**src/rtl/alu_shift_pkg.sv**
```systemverilog
// Shared encodings for the ALU and shift stage.
// Assumes: the function and shift code values are fixed by the surrounding datapath.
package alu_shift_pkg;

    typedef enum logic [2:0] {
        OP_PASS_A = 3'b000,
        OP_PASS_B = 3'b001,
        OP_ZERO   = 3'b010,
        OP_ONES   = 3'b011,
        OP_ADD    = 3'b100,
        OP_SUB    = 3'b101,
        OP_AND    = 3'b110,
        OP_OR     = 3'b111
    } alu_op_e;

    typedef enum logic [1:0] {
        SH_LEFT    = 2'b00,
        SH_RIGHT   = 2'b01,
        SH_LEFT_M  = 2'b10,
        SH_RIGHT_M = 2'b11
    } shift_code_e;

endpackage

```
**src/rtl/alu_core.sv**
```systemverilog
// Combinational N-bit function unit: pass, constants, wrap-around add/sub, AND, OR.
// Assumes: N >= 2; no carry or status flags are needed downstream.
module alu_core
    import alu_shift_pkg::*;
#(
    parameter int N = 8
) (
    input  logic [N-1:0] a_i,
    input  logic [N-1:0] b_i,
    input  logic [2:0]   op_i,
    output logic [N-1:0] res_o
);

    // Select the function result from the decoded code.
    always_comb begin
        case (alu_op_e'(op_i))
            OP_PASS_A: res_o = a_i;
            OP_PASS_B: res_o = b_i;
            OP_ZERO:   res_o = '0;
            OP_ONES:   res_o = '1;
            OP_ADD:    res_o = a_i + b_i;
            OP_SUB:    res_o = a_i - b_i;
            OP_AND:    res_o = a_i & b_i;
            OP_OR:     res_o = a_i | b_i;
            default:   res_o = '0;
        endcase
    end

endmodule

```
**src/rtl/shift_stage.sv**
```systemverilog
// One-place shifter. It can extend the word with the M register into a 2N-bit value.
// Assumes: N >= 2; the M update it proposes is applied by the register owner.
module shift_stage
    import alu_shift_pkg::*;
#(
    parameter int N = 8
) (
    input  logic [N-1:0] res_i,
    input  logic [N-1:0] m_i,
    input  logic         en_i,
    input  logic [1:0]   code_i,
    output logic [N-1:0] y_o,
    output logic [N-1:0] m_next_o,
    output logic         m_upd_o
);

    // Produce the shifted result and, for modes through M, the new M half.
    always_comb begin
        y_o      = res_i;
        m_next_o = m_i;
        m_upd_o  = 1'b0;
        if (en_i) begin
            case (shift_code_e'(code_i))
                SH_LEFT:   y_o = {res_i[N-2:0], 1'b0};
                SH_RIGHT:  y_o = {1'b0, res_i[N-1:1]};
                SH_LEFT_M: begin
                    y_o      = {res_i[N-2:0], m_i[N-1]};
                    m_next_o = {m_i[N-2:0], 1'b0};
                    m_upd_o  = 1'b1;
                end
                SH_RIGHT_M: begin
                    y_o      = {1'b0, res_i[N-1:1]};
                    m_next_o = {res_i[0], m_i[N-1:1]};
                    m_upd_o  = 1'b1;
                end
                default: y_o = res_i;
            endcase
        end
    end

endmodule

```
**src/rtl/m_register.sv**
```systemverilog
// The M register. Load has priority over the shifter update, and reset clears it.
// Assumes: synchronous active-low reset.
module m_register #(
    parameter int N = 8
) (
    input  logic         clk,
    input  logic         rst_n,
    input  logic         load_i,
    input  logic [N-1:0] load_val_i,
    input  logic         shift_upd_i,
    input  logic [N-1:0] shift_val_i,
    output logic [N-1:0] q_o
);

    // Update M: reset, then load, then shift, else hold.
    always_ff @(posedge clk) begin
        if (!rst_n)
            q_o <= '0;
        else if (load_i)
            q_o <= load_val_i;
        else if (shift_upd_i)
            q_o <= shift_val_i;
    end

endmodule

```
**src/rtl/alu_shift_unit.sv**
```systemverilog
// Top: function unit -> shifter -> output, with the M register closing the loop.
// Assumes: operand selection and result routing happen outside this block.
module alu_shift_unit #(
    parameter int N = 8
) (
    input  logic         clk,
    input  logic         rst_n,
    input  logic [N-1:0] a_i,
    input  logic [N-1:0] b_i,
    input  logic [2:0]   op_i,
    input  logic         shift_en_i,
    input  logic [1:0]   shift_code_i,
    input  logic         ldm_i,
    output logic [N-1:0] y_o,
    output logic [N-1:0] m_o
);

    logic [N-1:0] alu_res;
    logic [N-1:0] m_shifted;
    logic         m_shift_upd;

    alu_core #(.N(N)) u_alu (
        .a_i   (a_i),
        .b_i   (b_i),
        .op_i  (op_i),
        .res_o (alu_res)
    );

    shift_stage #(.N(N)) u_shift (
        .res_i    (alu_res),
        .m_i      (m_o),
        .en_i     (shift_en_i),
        .code_i   (shift_code_i),
        .y_o      (y_o),
        .m_next_o (m_shifted),
        .m_upd_o  (m_shift_upd)
    );

    m_register #(.N(N)) u_mreg (
        .clk         (clk),
        .rst_n       (rst_n),
        .load_i      (ldm_i),
        .load_val_i  (y_o),
        .shift_upd_i (m_shift_upd),
        .shift_val_i (m_shifted),
        .q_o         (m_o)
    );

endmodule

```
**config.mk**
```make
export PLATFORM = sky130hd
export DESIGN_NAME = alu_shift_unit
export DESIGN_NICKNAME = d
export VERILOG_FILES = /design/src/rtl/alu_shift_pkg.sv /design/src/rtl/alu_core.sv /design/src/rtl/shift_stage.sv /design/src/rtl/m_register.sv /design/src/rtl/alu_shift_unit.sv
export SDC_FILE = /design/constraint.sdc
export NUM_CORES = 1
export LEC_CHECK = 0
export BUFFER_PORTS_ARGS = -buffer_cell sky130_fd_sc_hd__buf_2
export CAP_MARGIN = 25
export CELL_PAD_IN_SITES_DETAIL_PLACEMENT = 0
export CELL_PAD_IN_SITES_GLOBAL_PLACEMENT = 2
export CORE_ASPECT_RATIO = 1.1
export CORE_MARGIN = 2
export CORE_UTILIZATION = 25
export DETAILED_ROUTE_END_ITERATION = 8
export GPL_TIMING_DRIVEN = 0
export PLACE_DENSITY_LB_ADDON = 0.1
export SYNTH_ARGS = -nofsm -noshare
export SYNTH_HDL_FRONTEND = slang
export SYNTH_SLANG_ARGS = --single-unit
export TNS_END_PERCENT = 20
```
**constraint.sdc**
```tcl
create_clock -name clk -period 4.09 [get_ports clk]
set_input_delay 0.818 -clock clk [delete_from_list [all_inputs] [get_ports clk]]
set_output_delay 0.818 -clock clk [all_outputs]
set_load 0.01 [all_outputs]
```
; ---- Word level (Yosys, flattened, before mapping)
; Index checks and enable logic that the tools add are counted.
; Widths: inputs -> output; s select.
[classes]
n_addsub = 2
eq_ne = 10
mux = 9
bitwise = 2
reduce_logical = 8
[op_table]
columns = operator, count
row1 = $pmux 8 s8, 1
row2 = $mux 8, 4
row3 = $pmux 8 s3, 1
row4 = $pmux 8 s2, 1
row5 = $eq 3x3->1 const B, 4
row6 = $add 8x8->8, 1
row7 = $and 8x8->8, 1
row8 = $or 8x8->8, 1
row9 = $sub 8x8->8, 1
row10 = $eq 3x2->1 const B, 2
row11 = $eq 2x2->1 const B, 2
row12 = $reduce_bool 2->1, 2
row13 = $reduce_or 2->1, 2
row14 = $eq 3x1->1 const B, 1
row15 = $logic_not 3->1, 1
row16 = $reduce_and 3->1, 1
row17 = $reduce_bool 3->1, 1
row18 = $eq 2x1->1 const B, 1
row19 = $logic_not 2->1, 1
row20 = $mux 1, 2
[word_totals]
regBits = 8
in_bits = 25
output_inout_bits = 16
elab_cells = 32

; ---- Logic depth before layout (Yosys ltp)
; Gate-level depths: netlist (run 1).
[depth]
ltp_word = 6
depth_mapped = 14
ltp_nobuf = 12

; ---- Hierarchy
; A second synthesis (run 1) with hierarchy kept.
[unflattened]
hier_cells = 223
area_unflattened_um2 = 1695.4
[modules_own_cells]
columns = mod, n_inst, cells_each, area_each_um2, seq_area_each_um2
row1 = alu_core, 1, 131, 874.6, 0.0
row2 = m_register, 1, 35, 440.4, 160.2
row3 = shift_stage, 1, 57, 380.4, 0.0

; ---- Worst setup path before layout (run 1)
; OpenSTA, ideal clock, no wires.
[synth_path]
path_kind = in2out
start = in op_i[2]
end = out y_o[6]
arrival_time_ps = 3197
required_ps = 3272
path_slack_ps = 75
path_stages = 13
path_buffers = 2
cell_sequence = nor2b_4 -> buf_6 -> and2_1 -> buf_6 -> mux2_2 -> inv_1 -> ha_1 -> nor2b_4 -> o2111a_1 -> or3_1 -> a311oi_1 -> o22ai_1 -> a41o_1
[synth_via]
elab_chain_cells = 4
word_cells_on_any_way = 11
cone_classes = eq/ne: 7 / mux: 3 / reduce/logical: 1
[synth_rtl]
columns = item, line_no
row1 = start: declaration, alu_shift_unit.sv:10  ; input logic [2:0] op_i,
row2 = "$eq 3x3->1, or another cell as far along", alu_core.sv:16  ; case (alu_op_e'(op_i))
row3 = $pmux 8 s8 (*), alu_core.sv:16
row4 = $pmux 8 s3, shift_stage.sv:23  ; case (shift_code_e'(code_i))
row5 = $mux 8 (*), shift_stage.sv:22  ; if (en_i) begin
row6 = end: declaration, alu_shift_unit.sv:14  ; output logic [N-1:0] y_o,
; Mark *: on every way between the ends. The rest lies on a longest branch, timed or not.

; ---- Worst setup path in the final report (run 1)
[layout_path]
start = in b_i[0]
end = out y_o[6]
[layout_via]
elab_chain_cells = 4
word_cells_on_any_way = 5
cone_classes = add/sub: 2 / mux: 3
[layout_rtl]
columns = item, line_no
row1 = start: declaration, alu_shift_unit.sv:9  ; input logic [N-1:0] b_i,
row2 = $sub 8x8->8 or $add 8x8->8 (tied branches), "alu_core.sv:22, alu_core.sv:21"
row3 = $pmux 8 s8 (*), alu_core.sv:16
row4 = $pmux 8 s3, shift_stage.sv:23
row5 = $mux 8 (*), shift_stage.sv:22
; Marked as above.

==> results of run 1 <==
[logic make-up (layout without fill, tap and decap cells)]
family / count (synthesis) / count (layout) / synth area share [%]
XOR/XNOR: 9 / 9 / 5.42
buffers and inverters: 21 / 66 / 8.87
adder cells (fa/ha/maj): 11 / 11 / 9.11
AO/OA/AOI/OAI: 89 / 89 / 38.6
multiplexers: 12 / 12 / 7.61
flip-flops: 8 / 8 / 10.0
AND/OR/NAND/NOR: 61 / 61 / 20.3
[critical path: stages]
cell and delay [ns]:
buf_6 0.10, inv_2 0.04, ha_1 0.27, mux2_4 0.30, inv_4 0.06, ha_4 0.18
nor2b_4 0.12, o2111a_2 0.27, or3_4 0.35, a311oi_2 0.26, o22ai_1 0.11, a41o_1 0.23
buf_2 0.14
[worst max-delay path by stage]
stage,startpoint,to,slack [ns],cells past startpoint
detailed placement,op_i[2],y_o[6],-0.43,15
CTS,op_i[2],y_o[6],-0.08,14
global route,b_i[0],y_o[3],-0.11,13
global placement,op_i[2],y_o[6],-0.43,15
floorplan,op_i[2],y_o[6],0.07,13
finish,b_i[0],y_o[6],0.009,13
[where the power goes]
group / switching [mW] / internal [mW]
logic: 0.153 / 0.134
clock network: 0.0355 / 0.0641
registers: 0.00637 / 0.0854
total: 0.195 / 0.283
[through the flow]
stage                     instances  area, sq um
after floorplan                 211         1590
after global placement          328         1880
after detailed placement        328         1880
after CTS                       335         2020
after global routing            336         2110
final                           336         2110
[cell type report]
| type | instances | area, sq um | area share, % |
|---|---|---|---|
| Buffer | 10 | 85.1 | 4.04 |
| Clock buffer | 3 | 41.3 | 1.96 |
| Sequential cell | 8 | 160 | 7.61 |
| Tap cell | 80 | 100 | 4.75 |
| Timing Repair Buffer | 44 | 285 | 13.5 |
| Multi-Input combinational cell | 182 | 1400 | 66.4 |
| Inverter | 9 | 36.3 | 1.72 |
[cell usage in the layout, fill, tap and decap left out, types with 4 or more instances in the layout]
cell type	instances
buf_2	35
a21oi_1	22
nor2_1	16
nand2_1	15
o21ai_0	13
mux2i_1	11
ha_1	8
dfxtp_1	8
inv_1	7
xnor2_1	7
buf_4	7
nand2b_1	7
clkbuf_8	6
o21a_1	6
a22o_1	5
a21bo_2	4
a211oi_1	4
buf_6	4
[repair_timing]
item | in CTS | in global routing
pin swaps | 7 | 13
resized for setup | 16 | 18
setup endpoints to repair | 7 | 7
hold endpoints to repair | 0 | 0
setup buffers | 5 | 2
[routing by layer]
metal / part of all wire [%] / wire length, um
met2: 51 / 2600
met4: 2.1 / 106
met5: 0 / 0
met1: 43 / 2180
met3: 3.8 / 191
==> impl_metrics.tcl, run 1 <==
set metrics [dict create \
    initial_core_util_pct 25.9 \
    holdWs_ns 0.595 \
    top_regs "u_mreg.q_o: 8 flops" \
    r2r_slack_ns 3.05 \
    worst_pin_slew_ns 0.605 \
    post-place-ws_ns -0.426 \
    holdCritStartpoint "u_mreg.q_o[5]" \
    grt_use_met3_pct 1.13 \
    grt_start_max_net_pins 11 \
    row_count 30 \
    syn_to_final_growth_pct 32.1 \
    synth_edf_count 0 \
    hold_buffers 0 \
    yosys.area.top_type "dfxtp_1" \
    fill_cells 697 \
    clk_pin_slew_ns 0.04 \
    yosysWarningCount 0 \
    worstPathArrival_ns 3.26 \
    yosys_most_used_dff "dfxtp_1" \
    vias 1716 \
    met2_usage_pct 28.0 \
    ys_seq_area_share_pct 10.0 \
    drc 0 \
    yosysTopAreaCellShare_pct 10.0 \
    hold_violations 0 \
    num_antenna_cells 0 \
    grt.overflow.total 0 \
    yosys-top-cells-area "dfxtp_1 (10%), ha_1 (7.8%), a21oi_1 (7.5%), mux2i_1 (6.9%), o21ai_0 (4.7%)" \
    cts_tree "yes" \
    async_flop_share_pct 0 \
    final_util_pct 34.2 \
    r2r_cells 5 \
    htree_levels 1 \
    maxCapViolations 0 \
    grt.busiest_layer "met2" \
    max_freq_mhz 245 \
    setup_viol 0 \
    antenna_found_initial 0 \
    routedWlPerCell_um 15.1 \
    holdCritPathClass "flop to flop" \
    avgViaCountPerCell 5.11 \
    p_leak_nw 0.926 \
    die-area_sq_mm 0.00703 \
    cts_buffers 3 \
    wl_um 5070 \
    syn_area_sq_mm 0.00159 \
    largest-register "u_mreg.q_o" \
    worst_setup_path_end_kind "output port" \
    max-slew-margin-rel_pct 59.4 \
    drtPass1Iterations 4 \
    largest_register_ffs 8 \
    postRouteAntennaNets 0 \
    grt.total_usage_pct 15.1 \
    hold_depth 2 \
    rsz0062_at_grt "yes" \
    synthTopCellsByCount "a21oi_1 (24), nor2_1 (16), nand2_1 (15), o21ai_0 (15), mux2i_1 (11)" \
    avgSynthCellArea_sq_um 7.55 \
    globalRouteMet1Util_pct 18.2 \
    clock_latency_ns 0.24 \
    nets 294 \
    cts_num_sinks 8 \
    critPathMaxFanout 5 \
    synth_most_common_cell "a21oi_1" \
    min_to "u_mreg.q_o[5]" \
    drive_gt1_share_pct 34.4 \
    cp.required_ns 3.27 \
    fin_tns_setup_ns 0 \
    coreArea_sq_mm 0.00616 \
    r2r-end "u_mreg.q_o[7]" \
    syn-num-nets 247 \
    synth_cell_type_count 58 \
    r2r-start "u_mreg.q_o[6]" \
    postSynthCellCount 211 \
    crit_type "input port to output port" \
    root_buffer "clkbuf_8" \
    grt_pass1_wl_um 8380 \
    report.final.slew_viol_count 0 \
    startpoint_type "input port" \
    portBuffers 37 \
    initialDrtViolationCount 54 \
    dieHeight_um 87.7 \
    outcome "finished, final reports clean" \
    fin_crit_ns 4.08 \
    finalCritPeriodShare_pct 99.8 \
    fp.dieW_um 80.1 \
    first_global_vias 1690 \
    hpwl_um 4200 \
    setup_ws_ns 0.00928 \
    powerDensity_mw_per_mm2 227 \
    gp_congestion 0.753 \
    cts_buffer_depth 2 \
    p_total_mw 0.479 \
    num_io_pins 41 \
    ys_seq_elements 8 \
    vdd_drop_max_mv 0.0999 \
    clock_skew_ns 0.00348 \
]
Power figures use the tool's default switching activity.
==> run 2: changes to the inputs <==
==> constraint.sdc (replaced) <==
create_clock -name clk -period 4 [get_ports clk]
set_input_delay 0.8 -clock clk [delete_from_list [all_inputs] [get_ports clk]]
set_output_delay 0.8 -clock clk [all_outputs]
set_load 0.01 [all_outputs]
==> run 2 against run 1 <==
Effect of this change: the flow now finishes with violations (setup timing); highest routed layer unchanged; sequential power increased by 2.3%; clock power hardly changed; cell count unchanged.
==> impl_metrics.tcl, run 2 (synthesized netlist as in run 1, its figures left out) <==
set metrics [dict create \
    outcome "complete, but fails checks" \
    violations "setup timing" \
    num_antenna_cells 0 \
    antenna_found_initial 0 \
    holdCritPathClass "flop to flop" \
    crit_path_cell_trace "buf_6 > inv_2 > ha_1 > mux2_4 > inv_4 > ha_4 > nor2b_4 > o2111a_2 > or3_4 > a311oi_2 > o22ai_1 > a41o_1 > buf_2" \
    postRouteAntennaNets 0 \
    initial_core_util_pct 25.9 \
    max_stage_delay_ns 0.35 \
    cp.buffers_inverters 4 \
    fp.dieW_um 80.1 \
    worstPathArrival_ns 3.24 \
    multiInputGateArea_sq_mm 0.00141 \
    setup_viol 1 \
    grt_pass1_wl_um 8380 \
    finalCritPeriodShare_pct 101 \
    fin_area_sq_mm 0.00212 \
    fin_tns_setup_ns -0.0447 \
    fin_crit_ns 4.04 \
    row_count 30 \
    setup_ws_ns -0.0447 \
    grt.total_usage_pct 15.1 \
    gp_congestion 0.753 \
    cts_num_sinks 8 \
    drc 0 \
    crit_type "input port to output port" \
    num_io_pins 41 \
    dpl-instance-area_sq_mm 0.00188 \
    powerDensity_mw_per_mm2 232 \
    clk_pin_slew_ns 0.04 \
    final_cell_mix "buf_2 (35), a21oi_1 (22), nor2_1 (16), nand2_1 (15), o21ai_0 (13)" \
    wl_um 5080 \
    regArea_sq_um 160 \
    vdd_drop_max_mv 0.102 \
    fill_cells 698 \
    critPathMaxFanout 5 \
    layout_commonest_cell "buf_2" \
    report.final.slew_viol_count 0 \
    clock_skew_ns 0.00348 \
    routedWlPerCell_um 15.1 \
    hpwl_um 4200 \
    max_freq_mhz 247 \
    max-slew-margin-rel_pct 59.4 \
    p_total_mw 0.492 \
    cts_buffers 3 \
    syn_to_final_growth_pct 32.7 \
    drtPass1Iterations 4 \
    largest-register "u_mreg.q_o" \
    dieHeight_um 87.7 \
    root_buffer "clkbuf_8" \
    vias 1713 \
    htree_levels 1 \
    drive_gt1_share_pct 35.2 \
    cp.required_ns 3.20 \
    worst_pin_slew_ns 0.605 \
    cp_top_family "compound AO/OA/AOI/OAI gates" \
    die-area_sq_mm 0.00703 \
    initialDrtViolationCount 46 \
    first_global_vias 1690 \
    grt_start_max_net_pins 11 \
    cts_tree "yes" \
    final_util_pct 34.4 \
    worst_setup_path_end_kind "output port" \
    p_leak_nw 0.928 \
    nets 294 \
    grt.overflow.total 0 \
    largest_register_ffs 8 \
    holdWs_ns 0.595 \
    avgViaCountPerCell 5.10 \
    cts_buffer_depth 2 \
    hold_violations 0 \
    cpMaxStageDelayCell "or3_4" \
    startpoint_type "input port" \
    clock_latency_ns 0.24 \
    maxCapViolations 0 \
    top_regs "u_mreg.q_o: 8 flops" \
    rsz0062_at_grt "yes" \
    coreArea_sq_mm 0.00616 \
    portBuffers 37 \
]
[run 2: final timing paths]
kind / startpoint / end / slack (ns) / cells after the start
max: b_i[0] / y_o[6] / -0.04 / 13
min: u_mreg.q_o[5] / u_mreg.q_o[5] / 0.59 / 2
max reg2reg: u_mreg.q_o[6] / u_mreg.q_o[7] / 2.96 / 5
min reg2reg: u_mreg.q_o[5] / u_mreg.q_o[5] / 0.59 / 2
[run 2: layout make-up]
| class | instances | area share, % |
|---|---|---|
| flip-flops and latches | 8 | 7.57 |
| inverters | 9 | 1.71 |
| repair buffers | 44 | 13.5 |
| clock buffers | 3 | 1.95 |
| multi-input cells | 182 | 66.5 |
| well taps | 80 | 4.73 |
| plain buffers | 10 | 4.02 |
[run 2: metal layers]
layer	vias to the layer above	wire length, um	GRT usage, %
met2	34	2590	28.0
met3	7	190	1.13
met5	-	0	0
met1	793	2190	18.2
met4	0	106	5.24
li1	879	-	-
[run 2: per-stage QoR]
stage                     setup WS, ns  cells
after floorplan                 0.0207    211
after CTS                       -0.134    335
after detailed placement        -0.480    328
final                          -0.0447    336
after global routing            -0.159    336
after global placement          -0.484    328
[run 2: report_power, final]
part	internal [mW]	switching [mW]
Combinational	0.138	0.158
Sequential	0.0873	0.00651
Clock	0.0656	0.0363
Total	0.290	0.201
[run 2: worst reg2reg max path: stages (launching register included)]
cell	delay (ns)
dfxtp_1	0.37
a21oi_1	0.05
a311oi_1	0.22
a21o_1	0.14
o21ai_0	0.08
a21oi_1	0.12
[run 2: timing repair]
action / CTS / global route
gates resized for setup: 17 / 19
pin swaps: 7 / 14
buffers inserted: 5 / 2
hold buffers: 0 / 0
setup endpoints to repair: 8 / 7
==> run 3: changes to the inputs <==
--- a/config.mk
+++ b/config.mk
@@ -15,6 +15,7 @@
 export DETAILED_ROUTE_END_ITERATION = 8
 export GPL_TIMING_DRIVEN = 0
 export PLACE_DENSITY_LB_ADDON = 0.1
+export SKIP_LAST_GASP = 1
 export SYNTH_ARGS = -nofsm -noshare
 export SYNTH_HDL_FRONTEND = slang
 export SYNTH_SLANG_ARGS = --single-unit
==> run 3 against run 2 <==
Effect of this change: the flow still finishes with violations (setup timing); setup slack worse by 0.00071 ns; register-to-register slack hardly changed; sequential power about the same; total power down 0.97%; worst hold slack gained 0.0011 ns; core utilization shrank 0.39 points; die area did not move; clock skew hardly changed; critical endpoint unchanged; largest cell class unchanged.
==> impl_metrics.tcl, run 3 (synthesized netlist as in run 1, its figures left out) <==
set metrics [dict create \
    worst_setup_path_end_kind "output port" \
    num_io_pins 41 \
    multiInputGateArea_sq_mm 0.00138 \
    worst_pin_slew_ns 0.612 \
    grt_start_max_net_pins 11 \
    cts_num_sinks 8 \
    fin_crit_ns 4.05 \
    first_global_vias 1690 \
    comb_power_share_pct 59.7 \
    initialDrtViolationCount 46 \
    powerDensity_mw_per_mm2 233 \
    cp.required_ns 3.20 \
    cts_buffers 3 \
    antenna_found_initial 0 \
    largest-register "u_mreg.q_o" \
    syn_to_final_growth_pct 31.2 \
    drc 0 \
    regArea_sq_um 160 \
    grt_pass1_wl_um 8380 \
    report.final.slew_viol_count 0 \
    rsz0062_at_grt "yes" \
    hold_violations 0 \
    startpoint_type "input port" \
    row_count 30 \
    die-area_sq_mm 0.00703 \
    grt.total_usage_pct 15.1 \
    hpwl_um 4200 \
    top_regs "u_mreg.q_o: 8 flops" \
    initial_core_util_pct 25.9 \
    setup_viol 1 \
    num_antenna_cells 0 \
    drive_gt1_share_pct 33.6 \
    gp_congestion 0.753 \
    cts_buffer_depth 2 \
    critPathMaxFanout 5 \
    drtPass1Iterations 4 \
    crit_type "input port to output port" \
    routedWlPerCell_um 15.1 \
    switching_share_pct 40.8 \
    hold_buffers 0 \
    fill_cells 701 \
    final_util_pct 34.0 \
    intPower_mw 0.288 \
    p_leak_nw 0.923 \
    vias 1724 \
    fp.dieW_um 80.1 \
    cts_tree "yes" \
    violations "setup timing" \
    power_switching_mw 0.199 \
    root_buffer "clkbuf_8" \
    vdd_drop_max_mv 0.102 \
    wl_um 5080 \
    coreArea_sq_mm 0.00616 \
    clock_latency_ns 0.24 \
    seqPwrFrac_pct 19.3 \
    maxCapViolations 0 \
    post-place-ws_ns -0.480 \
    outcome "complete, but fails checks" \
    dieHeight_um 87.7 \
    max_freq_mhz 247 \
    clock_skew_ns 0.00318 \
    avgViaCountPerCell 5.13 \
    clk_pin_slew_ns 0.04 \
    finalCritPeriodShare_pct 101 \
    worstPathArrival_ns 3.25 \
    largest_register_ffs 8 \
    power.share.clock_pct 21.0 \
    fin_tns_setup_ns -0.0454 \
    layout_commonest_cell "buf_2" \
    portBuffers 37 \
    htree_levels 1 \
    setup_ws_ns -0.0454 \
    holdWs_ns 0.596 \
    max-slew-margin-rel_pct 59.2 \
    holdCritPathClass "flop to flop" \
    postRouteAntennaNets 0 \
    final_cell_mix "buf_2 (35), a21oi_1 (22), nor2_1 (16), nand2_1 (15), o21ai_0 (13)" \
    grt.overflow.total 0 \
    nets 294 \
]
==> run 3: power by group through the flow <==
stage	clock, mW	combinational (mW)	sequential, mW
2_1_floorplan	0	0.177	0.0977
3_3_place_gp	0	0.263	0.0958
3_5_place_dp	0	0.261	0.0955
4_1_cts	0.103	0.278	0.0941
5_1_grt	0.105	0.324	0.0953
6_report	0.102	0.291	0.0939
==> run 3: through the flow <==
step	cells	cell area, sq um	total power [mW]
floorplan	211	1590	0.275
global placement	328	1880	0.358
detailed placement	328	1880	0.357
CTS	335	2010	0.475
global route	336	2090	0.524
finish	336	2090	0.487
==> run 3: final timing paths <==
check,depth (start not counted),from,slack (ns),to
max,13,b_i[0],-0.05,y_o[6]
min,2,u_mreg.q_o[5],0.60,u_mreg.q_o[5]
max reg2reg,5,u_mreg.q_o[7],2.96,u_mreg.q_o[0]
min reg2reg,2,u_mreg.q_o[5],0.60,u_mreg.q_o[5]
==> run 3: worst max-delay path, stage by stage <==
cell and delay [ns]:
buf_6 0.10, inv_2 0.04, ha_1 0.27, mux2_4 0.30, inv_4 0.06, ha_4 0.18
nor2b_4 0.12, o2111a_2 0.27, or3_4 0.35, a311oi_2 0.26, o22ai_1 0.11, a41o_1 0.23
buf_2 0.14
==> run 3: layout make-up <==
class,instances,area share (%)
multi-input combinational,182,66.1
timing repair buffer,44,13.6
buffer,10,4.07
inverter,9,1.73
clock buffer,3,1.97
sequential,8,7.66
tap,80,4.78
==> run 3: routing by layer <==
metal,part of all wire (%),GRT usage (%)
met4,2.1,5.24
met2,51,28.0
met3,4.0,1.13
met5,0,0
met1,43,18.2
==> run 3: timing repair <==
action	CTS	global route
gates resized for setup	15	17
endpoints found under the setup margin	8	7
pin swaps	7	13
buffers inserted	5	2
